### config.mk
export PLATFORM = sky130hd
export DESIGN_NAME = simt_warp_reconv
export DESIGN_NICKNAME = d
export VERILOG_FILES = /design/src/rtl/simt_pkg.sv /design/src/rtl/simt_branch_eval.sv /design/src/rtl/simt_recon_stack.sv /design/src/rtl/simt_warp_reconv.sv
export SDC_FILE = /design/constraint.sdc
export NUM_CORES = 1
export LEC_CHECK = 0
export ABC_AREA = 1
export BUFFER_PORTS_ARGS = -buffer_cell sky130_fd_sc_hd__buf_2
export CAP_MARGIN = 20
export CORE_MARGIN = 1.5
export CORE_UTILIZATION = 30
export DETAILED_ROUTE_END_ITERATION = 7
export GPL_ROUTABILITY_DRIVEN = 0
export RECOVER_POWER = 50
export SYNTH_ARGS = -nofsm -noshare
export SYNTH_HDL_FRONTEND = slang
export SYNTH_SLANG_ARGS = --single-unit
### constraint.sdc
create_clock -name clk -period 34.1 [get_ports clk]
set_input_delay 5.115 -clock clk [delete_from_list [all_inputs] [get_ports clk]]
set_output_delay 5.115 -clock clk [all_outputs]
set_load 0.01 [all_outputs]
### src/rtl/simt_pkg.sv
// Package: shared event encoding for the warp reconvergence logic.
// Assumes: one event is chosen per cycle by the top module.
package simt_pkg;

    typedef enum logic [2:0] {
        EV_HOLD,      // nothing issued this cycle
        EV_UNIFORM,   // all active lanes agree
        EV_SPLIT,     // active lanes disagree, push pending path
        EV_OVERFLOW,  // disagreement with a full stack
        EV_SWITCH,    // first arrival at meeting point: start second path
        EV_RESTORE,   // second arrival: pop and restore mask
        EV_STEP       // plain sequential advance
    } simt_ev_e;

endpackage

### src/rtl/simt_branch_eval.sv
// Module: splits a per-lane vote into the two path masks under the current
// active mask and reports whether the active lanes disagree.
// Assumes: active mask is never zero while a branch is issued.
module simt_branch_eval #(
    parameter int LANES = 32
) (
    input  logic [LANES-1:0] mask_i,
    input  logic [LANES-1:0] pred_i,
    output logic [LANES-1:0] take_m_o,
    output logic [LANES-1:0] skip_m_o,
    output logic             any_take_o,
    output logic             split_o
);

    // Purpose: restrict both votes to lanes that are currently enabled.
    always_comb begin
        take_m_o   = pred_i & mask_i;
        skip_m_o   = ~pred_i & mask_i;
        any_take_o = |take_m_o;
        split_o    = any_take_o && (|skip_m_o);
    end

endmodule

### src/rtl/simt_recon_stack.sv
// Module: LIFO of pending splits. Each entry holds a meeting address, the
// address and mask of the path still to run, the mask to restore, and a
// phase bit (0 = second path not started, 1 = second path running).
// Assumes: caller never pushes when full and never pops or flips when empty.
module simt_recon_stack #(
    parameter int LANES = 32,
    parameter int PC_W  = 32,
    parameter int DEPTH = 4
) (
    input  logic             clk,
    input  logic             rst_n,
    input  logic             push,
    input  logic             pop,
    input  logic             flip,
    input  logic [PC_W-1:0]  push_rpc,
    input  logic [PC_W-1:0]  push_ppc,
    input  logic [LANES-1:0] push_pmask,
    input  logic [LANES-1:0] push_omask,
    output logic [PC_W-1:0]  top_rpc,
    output logic [PC_W-1:0]  top_ppc,
    output logic [LANES-1:0] top_pmask,
    output logic [LANES-1:0] top_omask,
    output logic             top_phase,
    output logic             empty,
    output logic             full
);

    localparam int IDX_W = (DEPTH > 1) ? $clog2(DEPTH) : 1;
    localparam int CNT_W = $clog2(DEPTH + 1);

    logic [CNT_W-1:0] cnt;
    logic [IDX_W-1:0] top_idx;
    logic [PC_W-1:0]  rpc_q   [DEPTH];
    logic [PC_W-1:0]  ppc_q   [DEPTH];
    logic [LANES-1:0] pmask_q [DEPTH];
    logic [LANES-1:0] omask_q [DEPTH];
    logic [DEPTH-1:0] phase_q;

    // Purpose: derive occupancy flags and the index of the top entry.
    always_comb begin
        empty   = (cnt == '0);
        full    = (cnt == CNT_W'(DEPTH));
        top_idx = IDX_W'(cnt - 1'b1);
    end

    // Purpose: expose the top entry's fields.
    always_comb begin
        top_rpc   = rpc_q[top_idx];
        top_ppc   = ppc_q[top_idx];
        top_pmask = pmask_q[top_idx];
        top_omask = omask_q[top_idx];
        top_phase = phase_q[top_idx];
    end

    // Purpose: track the number of pending splits.
    always_ff @(posedge clk) begin
        if (!rst_n)
            cnt <= '0;
        else if (push)
            cnt <= cnt + 1'b1;
        else if (pop)
            cnt <= cnt - 1'b1;
    end

    for (genvar g = 0; g < DEPTH; g++) begin : g_entry
        // Purpose: write one slot on push into it, mark its phase on flip.
        always_ff @(posedge clk) begin
            if (!rst_n) begin
                rpc_q[g]   <= '0;
                ppc_q[g]   <= '0;
                pmask_q[g] <= '0;
                omask_q[g] <= '0;
                phase_q[g] <= 1'b0;
            end else if (push && (cnt == CNT_W'(g))) begin
                rpc_q[g]   <= push_rpc;
                ppc_q[g]   <= push_ppc;
                pmask_q[g] <= push_pmask;
                omask_q[g] <= push_omask;
                phase_q[g] <= 1'b0;
            end else if (flip && (top_idx == IDX_W'(g)) && !empty) begin
                phase_q[g] <= 1'b1;
            end
        end
    end

    // the top module must never push into a full stack.
    p_no_overflow_r9: assert property (@(posedge clk) disable iff (!rst_n)
        push |-> !full);

    // pop and flip only act on an existing entry.
    p_pop_nonempty_r6: assert property (@(posedge clk) disable iff (!rst_n)
        (pop || flip) |-> !empty);

    // at most one stack operation per cycle.
    p_one_op_r8: assert property (@(posedge clk) disable iff (!rst_n)
        $onehot0({push, pop, flip}));

    // a push deepens the stack by exactly one.
    p_push_depth_r8: assert property (@(posedge clk) disable iff (!rst_n)
        push |=> (cnt == $past(cnt) + 1'b1));

endmodule

### src/rtl/simt_warp_reconv.sv
// Module: program counter and active-lane mask of one warp, with serialized
// execution of divergent branch paths and reconvergence at a given address.
// Assumes: fetch reports each non-branch step on adv_*, branches on br_*;
// nested splits use distinct meeting addresses.
module simt_warp_reconv
    import simt_pkg::*;
#(
    parameter int              LANES    = 32,
    parameter int              PC_W     = 32,
    parameter int              DEPTH    = 4,
    parameter logic [PC_W-1:0] RESET_PC = 'h100
) (
    input  logic             clk,
    input  logic             rst_n,
    input  logic             br_valid,
    input  logic [LANES-1:0] br_pred,
    input  logic [PC_W-1:0]  br_taken_pc,
    input  logic [PC_W-1:0]  br_fall_pc,
    input  logic [PC_W-1:0]  br_reconv_pc,
    input  logic             adv_valid,
    input  logic [PC_W-1:0]  adv_pc,
    output logic [PC_W-1:0]  cur_pc,
    output logic [LANES-1:0] act_mask,
    output logic             ovf_err
);

    logic [LANES-1:0] take_m, skip_m;
    logic             any_take, split;
    logic [PC_W-1:0]  top_rpc, top_ppc;
    logic [LANES-1:0] top_pmask, top_omask;
    logic             top_phase, st_empty, st_full;
    logic             hit;
    simt_ev_e         ev;

    simt_branch_eval #(.LANES(LANES)) u_eval (
        .mask_i     (act_mask),
        .pred_i     (br_pred),
        .take_m_o   (take_m),
        .skip_m_o   (skip_m),
        .any_take_o (any_take),
        .split_o    (split)
    );

    simt_recon_stack #(.LANES(LANES), .PC_W(PC_W), .DEPTH(DEPTH)) u_stack (
        .clk        (clk),
        .rst_n      (rst_n),
        .push       (ev == EV_SPLIT),
        .pop        (ev == EV_RESTORE),
        .flip       (ev == EV_SWITCH),
        .push_rpc   (br_reconv_pc),
        .push_ppc   (br_fall_pc),
        .push_pmask (skip_m),
        .push_omask (act_mask),
        .top_rpc    (top_rpc),
        .top_ppc    (top_ppc),
        .top_pmask  (top_pmask),
        .top_omask  (top_omask),
        .top_phase  (top_phase),
        .empty      (st_empty),
        .full       (st_full)
    );

    // Purpose: choose this cycle's event; a branch outranks an advance.
    always_comb begin
        hit = !st_empty && (adv_pc == top_rpc);
        if (br_valid)
            ev = split ? (st_full ? EV_OVERFLOW : EV_SPLIT) : EV_UNIFORM;
        else if (adv_valid)
            ev = hit ? (top_phase ? EV_RESTORE : EV_SWITCH) : EV_STEP;
        else
            ev = EV_HOLD;
    end

    // Purpose: update the issued address, lane mask and error flag.
    always_ff @(posedge clk) begin
        if (!rst_n) begin
            cur_pc   <= RESET_PC;
            act_mask <= '1;
            ovf_err  <= 1'b0;
        end else begin
            unique case (ev)
                EV_UNIFORM:  cur_pc <= any_take ? br_taken_pc : br_fall_pc;
                EV_SPLIT: begin
                    cur_pc   <= br_taken_pc;
                    act_mask <= take_m;
                end
                EV_OVERFLOW: ovf_err <= 1'b1;
                EV_SWITCH: begin
                    cur_pc   <= top_ppc;
                    act_mask <= top_pmask;
                end
                EV_RESTORE: begin
                    cur_pc   <= adv_pc;
                    act_mask <= top_omask;
                end
                EV_STEP:     cur_pc <= adv_pc;
                default:     ;
            endcase
        end
    end

    // an enabled warp always has at least one lane.
    p_mask_live_r1: assert property (@(posedge clk) disable iff (!rst_n)
        act_mask != '0);

    // a uniform branch keeps the mask.
    p_uniform_keep_r2: assert property (@(posedge clk) disable iff (!rst_n)
        (br_valid && !split) |=> (act_mask == $past(act_mask)));

    // a split narrows the mask to a proper subset of the old one.
    p_split_subset_r4: assert property (@(posedge clk) disable iff (!rst_n)
        (ev == EV_SPLIT) |=> (((act_mask & ~$past(act_mask)) == '0)
                              && (act_mask != $past(act_mask))));

    // restoring never drops a lane that was running.
    p_restore_grow_r6: assert property (@(posedge clk) disable iff (!rst_n)
        (ev == EV_RESTORE) |=> ((~act_mask & $past(act_mask)) == '0));

    // a dropped split freezes address and mask, and the flag sticks.
    p_ovf_hold_r9: assert property (@(posedge clk) disable iff (!rst_n)
        (br_valid && split && st_full) |=>
            ($stable(cur_pc) && $stable(act_mask) && ovf_err));

    p_ovf_sticky_r9: assert property (@(posedge clk) disable iff (!rst_n)
        ovf_err |=> ovf_err);

endmodule

==> impl_metrics.env <==
export IMPL_nNetsFinal=3314
export IMPL_grt_max_degree=99
export IMPL_die_width_um=306
export IMPL_synth_avg_cell_area_um2=9.13
export IMPL_met2_usage=0.305
export IMPL_status="finished, violations left"
export IMPL_cts_buffers=61
export IMPL_timing_final_crit_share=0.364
export IMPL_netlist_instances=3013
export IMPL_ant_nets=0
export IMPL_final_max_slew_violation_count=719
export IMPL_ir_worst_vdd_uv=40.9
export IMPL_gr_usage_all_layers=0.188
export IMPL_grt_pass1_wl_um=134000
export IMPL_report_final_setup_viol=0
export IMPL_io_pins=229
export IMPL_ys_seq_area_frac=0.611
export IMPL_num_vias=22300
export IMPL_required_ns=34.35
export IMPL_criticalPathCategory="in2reg"
export IMPL_h_tree_depth=2
export IMPL_worst_slew_pin_slew_ns=4.12
export IMPL_hold_violations=0
export IMPL_synth_largest_area_cell="edfxtp_1"
export IMPL_cts_max_path_buffers=3
export IMPL_max_freq_mhz=80.5
export IMPL_post_cts_setup_buffers=0
export IMPL_die_area_mm2=0.0935
export IMPL_routedWlPerCell_um=20.6
export IMPL_cts_tree="yes"
export IMPL_synth_area_mm2=0.0275
export IMPL_critPathMaxFanout=65
export IMPL_power_density_mw_per_mm2=59.3
export IMPL_hpwl_um=55400
export IMPL_fin_cells=4375
export IMPL_synth_seq_cells=584
export IMPL_port_buffers=228
export IMPL_crit_path_start_kind="primary input"
export IMPL_dr_pass1_iters=6
export IMPL_hp_class="reg2reg"
export IMPL_cts_repair_resized=0
export IMPL_worstHoldPathCells=2
export IMPL_drive_above_1_share=0.0961
export IMPL_drt_first_iter_violations=2453
export IMPL_use_met1=0.252
export IMPL_crit_arrival_ns=12.68
export IMPL_drc=0
export IMPL_relSlewSlack=-1.78
export IMPL_yosysWarnings=0
export IMPL_finalClockSkew_ns=0.0311
export IMPL_synth_distinct_cells=36
export IMPL_synthFlopType="edfxtp_1"
export IMPL_ys_async_sr_fraction=0
export IMPL_clkLatencyLatePin_ns=0.65
export IMPL_tns_ns=0
export IMPL_grt_pass1_vias=20900
export IMPL_root_buffer="clkbuf_16"
export IMPL_vias_per_cell=5.09
export IMPL_die_h_um=306
export IMPL_synth_edf_count=512
export IMPL_grt_overflow_total=0
export IMPL_numPlacedInstances=4255
export IMPL_synth_top_area_share=0.559
export IMPL_period_minus_slack_ns=12.42
export IMPL_num_rows=110
export IMPL_crit_path_end_kind="flop"
export IMPL_initial_core_util=0.304
export IMPL_synthTopCellsByArea="edfxtp_1 56%, nor2_1 11%, nand2_1 7.3%, dfxtp_1 5.2%, o21ai_0 4.4%"
export IMPL_use_met3=0.0424
export IMPL_area_growth_pct=14.4
export IMPL_rr_worst_depth=16
export IMPL_rrSetupSlack_ns=25.40
export IMPL_rsz0062_at_grt="no"
export IMPL_leakage_nw=12.9
export IMPL_cap_violations=15
export IMPL_grt_busiest_layer="met2"
export IMPL_violations="max-capacitance violations, max-slew violations"
export IMPL_drt_total_wl_um=90300
export IMPL_synth_nets=3184
export IMPL_clk_pin_slew_ns=0.06
export IMPL_cts_sink_count=584
export IMPL_cts_hold_buf=0
export IMPL_antenna_found_initial=12
export IMPL_core_area_mm2=0.0904
## power by group
group	internal (mW)	switching [mW]	total [mW]
Sequential	0.841	0.0214	0.863
Clock	0.393	0.297	0.690
Combinational	0.0863	0.227	0.313
## metrics by stage
| stage | power (mW) | utilization | setup WS, ns | hold WS [ns] | cell area (um^2) |
|---|---|---|---|---|---|
| floorplan | 1.09 | - | 18.38 | 0.426 | 27500 |
| global placement | 1.19 | 0.327 | 24.62 | 0.435 | 29500 |
| detailed placement | 1.19 | 0.327 | 24.81 | 0.444 | 29600 |
| CTS | 1.87 | 0.350 | 25.47 | 0.453 | 31600 |
| global route | 1.94 | 0.348 | 20.98 | 0.470 | 31500 |
| finish | 1.87 | 0.348 | 21.68 | 0.451 | 31500 |
## worst max-delay path, stage by stage
cell and delay (ns):
clkbuf_1 0.23, nand2_1 0.11, nand4_1 0.23, nor2_1 0.12, nand4_1 0.17, clkbuf_1 1.78
nand2_1 0.18, inv_1 0.18, nand3_1 0.23, o21ai_0 3.11, buf_4 1.13
## Yosys cell counts (all sizes together), types with 4 or more instances
library cell and instances:
or2 16, o211ai 32, dfxtp 72, o22ai 96, clkbuf 103, o21ai 248, inv 159, edfxtp 512
buf 92, nand3b 22, clkinv 4, xor2 5, nor2 797, nand2 536, nand3 221, nand4 55
a21oi 26, ha 7
## registers in the layout (all words and copies together), names as in the netlist
name / cells
u_stack.omask_q: 128
u_stack.pmask_q: 128
u_stack.ppc_q: 128
u_stack.rpc_q: 128
act_mask: 32
cur_pc: 32
u_stack.phase_q: 4
u_stack.cnt: 3
ovf_err: 1
## layer usage
layer  share of wire  up-vias
met1            0.42    10800
met4           0.024       14
met2            0.47      898
met3           0.089      141
met5          0.0010        -
li1                -    10500
## cell usage in the layout (no fill, tap or decap), types with 4 or more instances in the layout
master / n
a21oi_1: 25
or2_1: 8
clkinvlp_4: 5
clkbuf_1: 86
ha_1: 6
nand3b_1: 22
o21ai_1: 7
o21ai_0: 241
clkbuf_16: 61
o211ai_1: 32
xor2_1: 4
clkbuf_8: 5
edfxtp_1: 512
clkinv_1: 8
nor2_1: 796
nand2_1: 533
inv_1: 156
dfxtp_1: 71
o22ai_1: 96
nand4_1: 55
or2_2: 8
bufinv_16: 7
diode_2: 4
buf_2: 161
nand3_1: 220
clkinv_2: 18
buf_4: 20
## worst paths after layout
path,start,to
setup / recovery,br_pred[24],u_stack.rpc_q[2][11]
hold / removal,u_stack.phase_q[1],u_stack.phase_q[1]
setup reg to reg,u_stack.cnt[0],act_mask[7]
hold reg to reg,u_stack.phase_q[1],u_stack.phase_q[1]
## cells by family (layout without fill, tap and decap cells)
kind of cell / after synthesis / after routing / share of synthesized area
simple gates: 1653 / 1653 / 0.247
other cells: 0 / 4 / 0
xor+xnor: 6 / 6 / 0.00218
flops: 584 / 584 / 0.611
buf+inv: 358 / 540 / 0.0558
fa+ha+maj: 7 / 7 / 0.00318
compound gates: 405 / 405 / 0.0812
## final cells by class
type / instances / area (um^2)
Fill cell: 9246 / 59000
Sequential cell: 584 / 16800
Multi-Input combinational cell: 2071 / 9180
Clock buffer: 73 / 1620
Tap cell: 1176 / 1470
Timing Repair Buffer: 262 / 1310
Inverter: 163 / 623
Clock inverter: 42 / 428
Antenna cell: 4 / 10.0
Note: power is estimated with default switching activity, not from simulation.
